<file path="src/rtl/pgc_pkg.sv">
// Shared constants and types for the paging controller.
// Assumes a 16-bit CPU address space split into four 16K slots.
package pgc_pkg;
    localparam int ADDR_W = 16;
    localparam int DATA_W = 8;
    localparam int BANK_W = 3;
    localparam int SLOT_W = 2;

    // Port decode masks: only bits set in the mask take part in the match.
    localparam logic [ADDR_W-1:0] PRI_MASK  = 16'hC002;
    localparam logic [ADDR_W-1:0] PRI_MATCH = 16'h4000;
    localparam logic [ADDR_W-1:0] EXT_MASK  = 16'hF002;
    localparam logic [ADDR_W-1:0] EXT_MATCH = 16'h1000;

    // Primary data bit positions.
    localparam int PRI_SCR_BIT  = 3;
    localparam int PRI_ROM_BIT  = 4;
    localparam int PRI_LOCK_BIT = 5;

    // Fixed banks in normal mode and screen choices.
    localparam logic [BANK_W-1:0] NORM_SLOT1_BANK = 3'd5;
    localparam logic [BANK_W-1:0] NORM_SLOT2_BANK = 3'd2;
    localparam logic [BANK_W-1:0] SCR_NORMAL_BANK = 3'd5;
    localparam logic [BANK_W-1:0] SCR_SHADOW_BANK = 3'd7;

    typedef struct packed {
        logic              lock;
        logic              rom;
        logic              scr;
        logic [BANK_W-1:0] page;
        logic              special;
        logic [1:0]        cfg;
    } pgc_state_t;

    // Bank held by a slot in one of the four all-RAM layouts.
    function automatic logic [BANK_W-1:0] special_bank(input logic [1:0] cfg,
                                                      input logic [SLOT_W-1:0] slot);
        logic [BANK_W-1:0] b;
        case (slot)
            2'd0: b = (cfg == 2'd0) ? 3'd0 : 3'd4;
            2'd1: b = (cfg == 2'd0) ? 3'd1 : ((cfg == 2'd3) ? 3'd7 : 3'd5);
            2'd2: b = (cfg == 2'd0) ? 3'd2 : 3'd6;
            default: b = (cfg == 2'd1) ? 3'd7 : 3'd3;
        endcase
        return b;
    endfunction
endpackage

</file>
<file path="src/rtl/pgc_port_match.sv">
// Partial address decoder for one I/O port.
// Assumes MASK marks the decoded bits and MATCH their required values.
module pgc_port_match
    import pgc_pkg::*;
#(
    parameter logic [ADDR_W-1:0] MASK  = '0,
    parameter logic [ADDR_W-1:0] MATCH = '0
) (
    input  logic [ADDR_W-1:0] addr,
    output logic              hit
);
    // Compare only the decoded bits.
    assign hit = ((addr & MASK) == (MATCH & MASK));
endmodule

</file>
<file path="src/rtl/pgc_state_regs.sv">
// Paging state registers for the primary and extended ports.
// Assumes hit inputs are mutually exclusive. The lock freezes both ports until reset.
module pgc_state_regs
    import pgc_pkg::*;
(
    input  logic              clk,
    input  logic              rst_n,
    input  logic              io_wr,
    input  logic              pri_hit,
    input  logic              ext_hit,
    input  logic [DATA_W-1:0] wdata,
    output pgc_state_t        state
);
    pgc_state_t st_q;
    logic       unused_bits;

    assign unused_bits = ^{wdata[DATA_W-1:PRI_LOCK_BIT+1]};

    // Load the port registers on accepted writes, clear on reset.
    always_ff @(posedge clk) begin
        if (!rst_n) begin
            st_q <= '0;
        end else if (io_wr && !st_q.lock) begin
            if (pri_hit) begin
                st_q.page <= wdata[BANK_W-1:0];
                st_q.scr  <= wdata[PRI_SCR_BIT];
                st_q.rom  <= wdata[PRI_ROM_BIT];
                st_q.lock <= wdata[PRI_LOCK_BIT];
            end
            if (ext_hit) begin
                st_q.special <= wdata[0];
                st_q.cfg     <= wdata[2:1];
            end
        end
    end

    assign state = st_q;
endmodule

</file>
<file path="src/rtl/pgc_slot_map.sv">
// Translates the slot of a CPU address into ROM or RAM bank and contention flag.
// Purely combinational from the registered paging state.
module pgc_slot_map
    import pgc_pkg::*;
(
    input  pgc_state_t        state,
    input  logic [SLOT_W-1:0] slot,
    output logic              is_rom,
    output logic              rom_id,
    output logic [BANK_W-1:0] bank,
    output logic              contended,
    output logic [BANK_W-1:0] scr_bank
);
    // Pick ROM or RAM bank for the addressed slot.
    always_comb begin
        is_rom = 1'b0;
        rom_id = 1'b0;
        bank   = '0;
        if (state.special) begin
            bank = special_bank(state.cfg, slot);
        end else begin
            case (slot)
                2'd0: begin
                    is_rom = 1'b1;
                    rom_id = state.rom;
                end
                2'd1:    bank = NORM_SLOT1_BANK;
                2'd2:    bank = NORM_SLOT2_BANK;
                default: bank = state.page;
            endcase
        end
    end

    // Banks with the top bit set are shared with video.
    assign contended = !is_rom && bank[BANK_W-1];
    assign scr_bank  = state.scr ? SCR_SHADOW_BANK : SCR_NORMAL_BANK;
endmodule

</file>
<file path="src/rtl/bank_pager.sv">
// Banked memory paging controller top: two partially decoded write-only
// ports, sticky lock, normal and special slot maps.
// Assumes io_wr is high for one clock per I/O write.
module bank_pager
    import pgc_pkg::*;
(
    input  logic              clk,
    input  logic              rst_n,
    input  logic [15:0]       cpu_addr,
    input  logic [7:0]        cpu_wdata,
    input  logic              io_wr,
    output logic              slot_is_rom,
    output logic              slot_rom_id,
    output logic [2:0]        slot_bank,
    output logic              slot_contended,
    output logic [2:0]        screen_bank
);
    logic       pri_hit;
    logic       ext_hit;
    pgc_state_t pg_state;

    pgc_port_match #(.MASK(PRI_MASK), .MATCH(PRI_MATCH)) u_pri_dec (
        .addr (cpu_addr),
        .hit  (pri_hit)
    );

    pgc_port_match #(.MASK(EXT_MASK), .MATCH(EXT_MATCH)) u_ext_dec (
        .addr (cpu_addr),
        .hit  (ext_hit)
    );

    pgc_state_regs u_regs (
        .clk     (clk),
        .rst_n   (rst_n),
        .io_wr   (io_wr),
        .pri_hit (pri_hit),
        .ext_hit (ext_hit),
        .wdata   (cpu_wdata),
        .state   (pg_state)
    );

    pgc_slot_map u_map (
        .state     (pg_state),
        .slot      (cpu_addr[ADDR_W-1:ADDR_W-SLOT_W]),
        .is_rom    (slot_is_rom),
        .rom_id    (slot_rom_id),
        .bank      (slot_bank),
        .contended (slot_contended),
        .scr_bank  (screen_bank)
    );
endmodule

</file>
<file path="config.mk">
export PLATFORM = sky130hd
export DESIGN_NAME = bank_pager
export DESIGN_NICKNAME = d
export VERILOG_FILES = /design/src/rtl/pgc_pkg.sv /design/src/rtl/pgc_port_match.sv /design/src/rtl/pgc_state_regs.sv /design/src/rtl/pgc_slot_map.sv /design/src/rtl/bank_pager.sv
export SDC_FILE = /design/constraint.sdc
export NUM_CORES = 1
export LEC_CHECK = 0
export ABC_AREA = 1
export BUFFER_PORTS_ARGS = -buffer_cell sky130_fd_sc_hd__buf_2
export CAP_MARGIN = 25
export CELL_PAD_IN_SITES_DETAIL_PLACEMENT = 0
export CELL_PAD_IN_SITES_GLOBAL_PLACEMENT = 2
export CORE_UTILIZATION = 19
export CTS_BUF_LIST = sky130_fd_sc_hd__clkbuf_8
export DETAILED_ROUTE_END_ITERATION = 10
export PLACE_DENSITY = 0.81
export SLEW_MARGIN = 30
export SYNTH_ARGS = -nofsm -noshare
export SYNTH_HDL_FRONTEND = slang
export SYNTH_HIERARCHICAL = 1
export SYNTH_SLANG_ARGS = --single-unit
</file>
<file path="constraint.sdc">
create_clock -name clk -period 1.1 [get_ports clk]
set_input_delay 0.055 -clock clk [delete_from_list [all_inputs] [get_ports clk]]
set_output_delay 0.055 -clock clk [all_outputs]
set_load 0.03 [all_outputs]
</file>
# After elaboration in Yosys (flattened, before gate mapping)
# Cells that the tools add are included.
[classes]
n_eq_ne = 6
n_reduce_logical = 8
muxes = 13
[ops]
columns = ["op", "n"]
rows = [
  ["3-bit case mux with 3 select lines", 2],
  ["3-bit 2-to-1 mux", 5],
  ["5-bit by 2-bit equality test with 1-bit output, second input constant", 1],
  ["2-bit by 1-bit equality test with 1-bit output, second input constant", 2],
  ["2-bit equality test, second input constant", 2],
  ["2-bit logical NOT", 2],
  ["1-bit 2-to-1 mux", 4],
  ["2-bit 2-to-1 mux", 2],
  ["2-bit AND reduction", 2],
  ["3-bit by 2-bit equality test with 1-bit output, second input constant", 1],
  ["1-bit logical AND", 2],
  ["1-bit logical NOT", 2],
]
[word_totals]
reg_bits = 9
inputBits = 27
elab_cells = 33
output_inout_bits = 9

# Depth between registers and ports, before layout
[logic_depth]
depth_word = 6
depth_mapped = 7
ltp_nobuf = 7

# By module
# Netlist, hierarchy kept.
[modules_own_cells]
columns = ["mod", "instances", "area_per_inst_um2", "cells_each"]
rows = [
  ["pgc_state_regs", 1, 375.4, 56],
  ["pgc_slot_map", 1, 136.4, 29],
  ["pgc_port_match (u_ext_dec)", 1, 22.5, 6],
  ["pgc_port_match (u_pri_dec)", 1, 13.8, 3],
]

# Least setup slack after synthesis
# OpenSTA, ideal clock, no wires.
[synth_timing]
kind = "reg-to-output"
from = "register u_regs.st_q, in the netlist u_regs/state[2]"
to = "output slot_rom_id"
required_ns = 1.045
stages_incl_launch_ff = 2
arrival_time_ns = 0.812
path_slack_ns = 0.233
cell_sequence = "dfxtp_1 > nor3b_2"
[synth_between]
elab_chain_cells = 1
[synth_lines]
columns = ["item", "line_no", "text"]
rows = [
  ["from (decl)", "pgc_state_regs.sv:14", "pgc_state_t st_q;"],
  ["1-bit 2-to-1 mux", "pgc_slot_map.sv:19", "if (state.special) begin"],
  ["to (decl)", "bank_pager.sv:13", "output logic slot_rom_id,"],
]
# Every way passes these cells.

# Worst setup path in the final report
[layout_timing]
from = "register u_regs.st_q, in the netlist u_regs/state[2]"
to = "output slot_bank[0]"
[layout_between]
elab_chain_cells = 1
[layout_lines]
columns = ["item", "line_no", "text"]
rows = [
  ["3-bit 2-to-1 mux", "pgc_slot_map.sv:19", ""],
  ["to (decl)", "bank_pager.sv:14", "output logic [2:0] slot_bank,"],
]
# Every way passes these cells.

==> impl_metrics.ini <==
[synthesis]
yosysTopAreaCell = sky130_fd_sc_hd__dfxtp_1
synthDistinctLibCells = 15
yosys.area_share.simple_pct = 42.9
synthDominantCellAreaShare_pct = 32.9
ys_ff_latch = 9
yosysSeqAreaShare_pct = 32.9
synth_mux_area_share_pct = 0
post_synth_xor_area_fraction_pct = 0
synth_top_cells_by_area = sky130_fd_sc_hd__dfxtp_1 (33%), sky130_fd_sc_hd__nand2_1 (19%), sky130_fd_sc_hd__nor2_1 (14%), sky130_fd_sc_hd__inv_1 (13%), sky130_fd_sc_hd__buf_4 (4.1%)
synthAdderAreaFrac_pct = 0
synth_area_um2 = 548
synth_area_per_cell_um2 = 5.83
netlist_instances = 94
synth-compound-area-share_pct = 3.65
main_combinational_cell_family_by_area_after_synthesis = simple AND/OR/NAND/NOR gates
ys.warnings.count = 6

[run]
cap_viol_max_count = 0

[final_layout]
post_route_cells_drive_above_1_share_pct = 27.0
insertedDiodeCount = 0
layout-area-overhead-vs-synth_pct = 33.8
final_nets = 143
final_core_util_pct = 26.8
largest_reg_flops = 9
finalInstanceArea_um2 = 733

[worst_setup_path]
timing.setup.critical_path_class = flip-flop to output pin
worstSetupStartpointType = flip-flop
worstPathArrival_ns = 1.00
endpoint_of_the_worst_register_to_register_path = u_regs/state[5]
end_kind = output pin
critical_path_peak_fanout = 7
cp.required_ns = 1.04
critPathCapture = slot_bank[0]
worst_r2r_startpoint = u_regs/state[8]
worst_case_reg_to_reg_path_depth = 4
timing.critical_path.from = u_regs/state[2]
regToRegSetupSlack_ns = 0.19

[cts]
number_of_hold_buffers_added_after_cts = 0
cts_max_path_bufs = 2
cts-root-buf = sky130_fd_sc_hd__clkbuf_8
cts_sinks = 9
cts_setup_buffers = 0
clk-insertion-delay-late_ns = 0.23
number_of_buffers_created_by_cts = 3
cts.reportedPaths.clkPinSlew_ns = 0.04
clock_tree.htree_level_count = 1
clock_tree_from_tritoncts = done

[global_routing]
antenna_found_initial = 0
largest_net_degree_at_the_start_of_global_routing = 11
first_global_vias = 520
groute.layer.met3.usage_pct = 0.930
use_met1_pct = 11.2
grt_overflow_total = 0
grt_pass1_wl_mm = 2.11
grt.met2_usage_pct = 13.1
globalRoute.busiestLayer = met2
total_grt_usage_pct = 8.61

[die]
rows = 19
die_w_um = 55.7
floorplan.io_pins = 36
start_util_pct = 20.0
floorplan.die.height_um = 55.7
die_area_um2 = 3100
core_area_um2 = 2730

[routing]
detailedRoute.firstIterationViolations = 24
detail-route-antenna-nets = 0
avgViaCountPerCell = 3.88
dr_total_vias = 566
routed_wl_mm = 1.14
post_drt_wl_per_cell_um = 7.84
remaining_drc_errors = 0
first_pass_iters = 4

[power_and_ir_drop]
power_density_over_cell_area_nw_per_um2 = 1170
lkg_pwr_nw = 0.422
power.ir.vdd_worst_mv = 0.619

[timing]
report.final.slew_viol_count = 0
finalHoldViolCount = 0
setup_viol = 0
final.hold.worst_slack_ns = 0.0515
rsz0062_at_grt = true
finalCriticalPeriod_ns = 1.06
timing.final.crit_share_pct = 95.9
clock.fmax_ghz = 0.948
fin_worst_skew_ns = 0.00176

[place]
buffer_ports.inserted = 20
gp_routability_congestion = 0.745
place_hpwl_um = 898
dpl-instance-area_um2 = 657

[outcome]
run_status = finished clean

[worst_hold_path]
min-delay-path-class = input pin to flip-flop
through the flow:
stage	cells	setup TNS [ns]	worst slack (ns)	power [mW]
2_1_floorplan	95	0	0.233	0.441
3_3_place_gp	142	0	0.139	0.481
3_5_place_dp	142	0	0.148	0.483
4_1_cts	146	0	0.00693	0.867
5_1_grt	146	-0.128	-0.0538	0.912
6_report	146	0	0.0449	0.856
power breakdown:
part	switching [mW]	total, mW	internal, mW
sequential	0.00535	0.340	0.334
combinational	0.0917	0.148	0.0564
clock	0.126	0.369	0.243
timing repair:
item	in CTS	in global routing
pin swaps	0	1
gates resized for setup	4	10
setup endpoints to repair	4	4
worst max-delay path, cell delays in order, from the launching register on:
cell                      delay [ns]
sky130_fd_sc_hd__dfxtp_4        0.36
sky130_fd_sc_hd__inv_2          0.05
sky130_fd_sc_hd__nand2_1        0.04
sky130_fd_sc_hd__o21ai_1        0.12
sky130_fd_sc_hd__inv_1          0.06
sky130_fd_sc_hd__buf_6          0.13
cells by family (layout without fill, tap and decap cells):
family                 count (synthesis)  after routing
AND/OR/NAND/NOR                       56             56
other                                  1              2
buffers and inverters                 24             44
flip-flops                             9              9
AO/OA/AOI/OAI                          4              4
how the worst min path moves through the flow:
stage | from | endpoint | slack [ns] | depth (start not counted)
detailed placement | cpu_wdata[4] | u_regs/state[7] | 0.29 | 3
floorplan | cpu_wdata[1] | u_regs/state[0] | 0.19 | 2
global placement | cpu_wdata[4] | u_regs/state[7] | 0.28 | 3
CTS | cpu_wdata[4] | u_regs/state[7] | 0.05 | 3
finish | cpu_wdata[4] | u_regs/state[7] | 0.05 | 3
global route | cpu_wdata[1] | u_regs/state[0] | 0.08 | 3
cell type report:
| type | count | area (µm²) |
|---|---|---|
| inverter | 20 | 75.1 |
| tap | 31 | 38.8 |
| sequential | 9 | 186 |
| fill | 315 | 2000 |
| multi-input combinational | 62 | 263 |
| timing repair buffer | 20 | 125 |
| clock inverter | 1 | 3.75 |
| clock buffer | 3 | 41.3 |
metal layers:
layer / share of wire, % / wire length [µm]
met1: 51 / 587
met2: 42 / 481
met3: 5.8 / 66
met4: 0.79 / 9
met5: 0 / 0
cell usage after synthesis:
| cell | number |
|---|---|
| sky130_fd_sc_hd__a21oi_1 | 2 |
| sky130_fd_sc_hd__buf_4 | 3 |
| sky130_fd_sc_hd__buf_6 | 1 |
| sky130_fd_sc_hd__conb_1 | 1 |
| sky130_fd_sc_hd__dfxtp_1 | 9 |
| sky130_fd_sc_hd__inv_1 | 19 |
| sky130_fd_sc_hd__inv_2 | 1 |
| sky130_fd_sc_hd__nand2_1 | 28 |
| sky130_fd_sc_hd__nand3_1 | 4 |
| sky130_fd_sc_hd__nand3_2 | 1 |
| sky130_fd_sc_hd__nand4_1 | 1 |
| sky130_fd_sc_hd__nor2_1 | 20 |
| sky130_fd_sc_hd__nor2_2 | 1 |
| sky130_fd_sc_hd__nor3b_2 | 1 |
| sky130_fd_sc_hd__o21ai_1 | 2 |
cell usage in the layout, fill, tap and decap left out, drive strengths merged:
master and count:
nand4 1, clkbuf 3, nand3 5, nor2 21, nor3b 1, inv 21
buf 20, dfxtp 9, a21oi 2, conb 2, nand2 28, o21ai 2
Power figures use the tool's default switching activity.
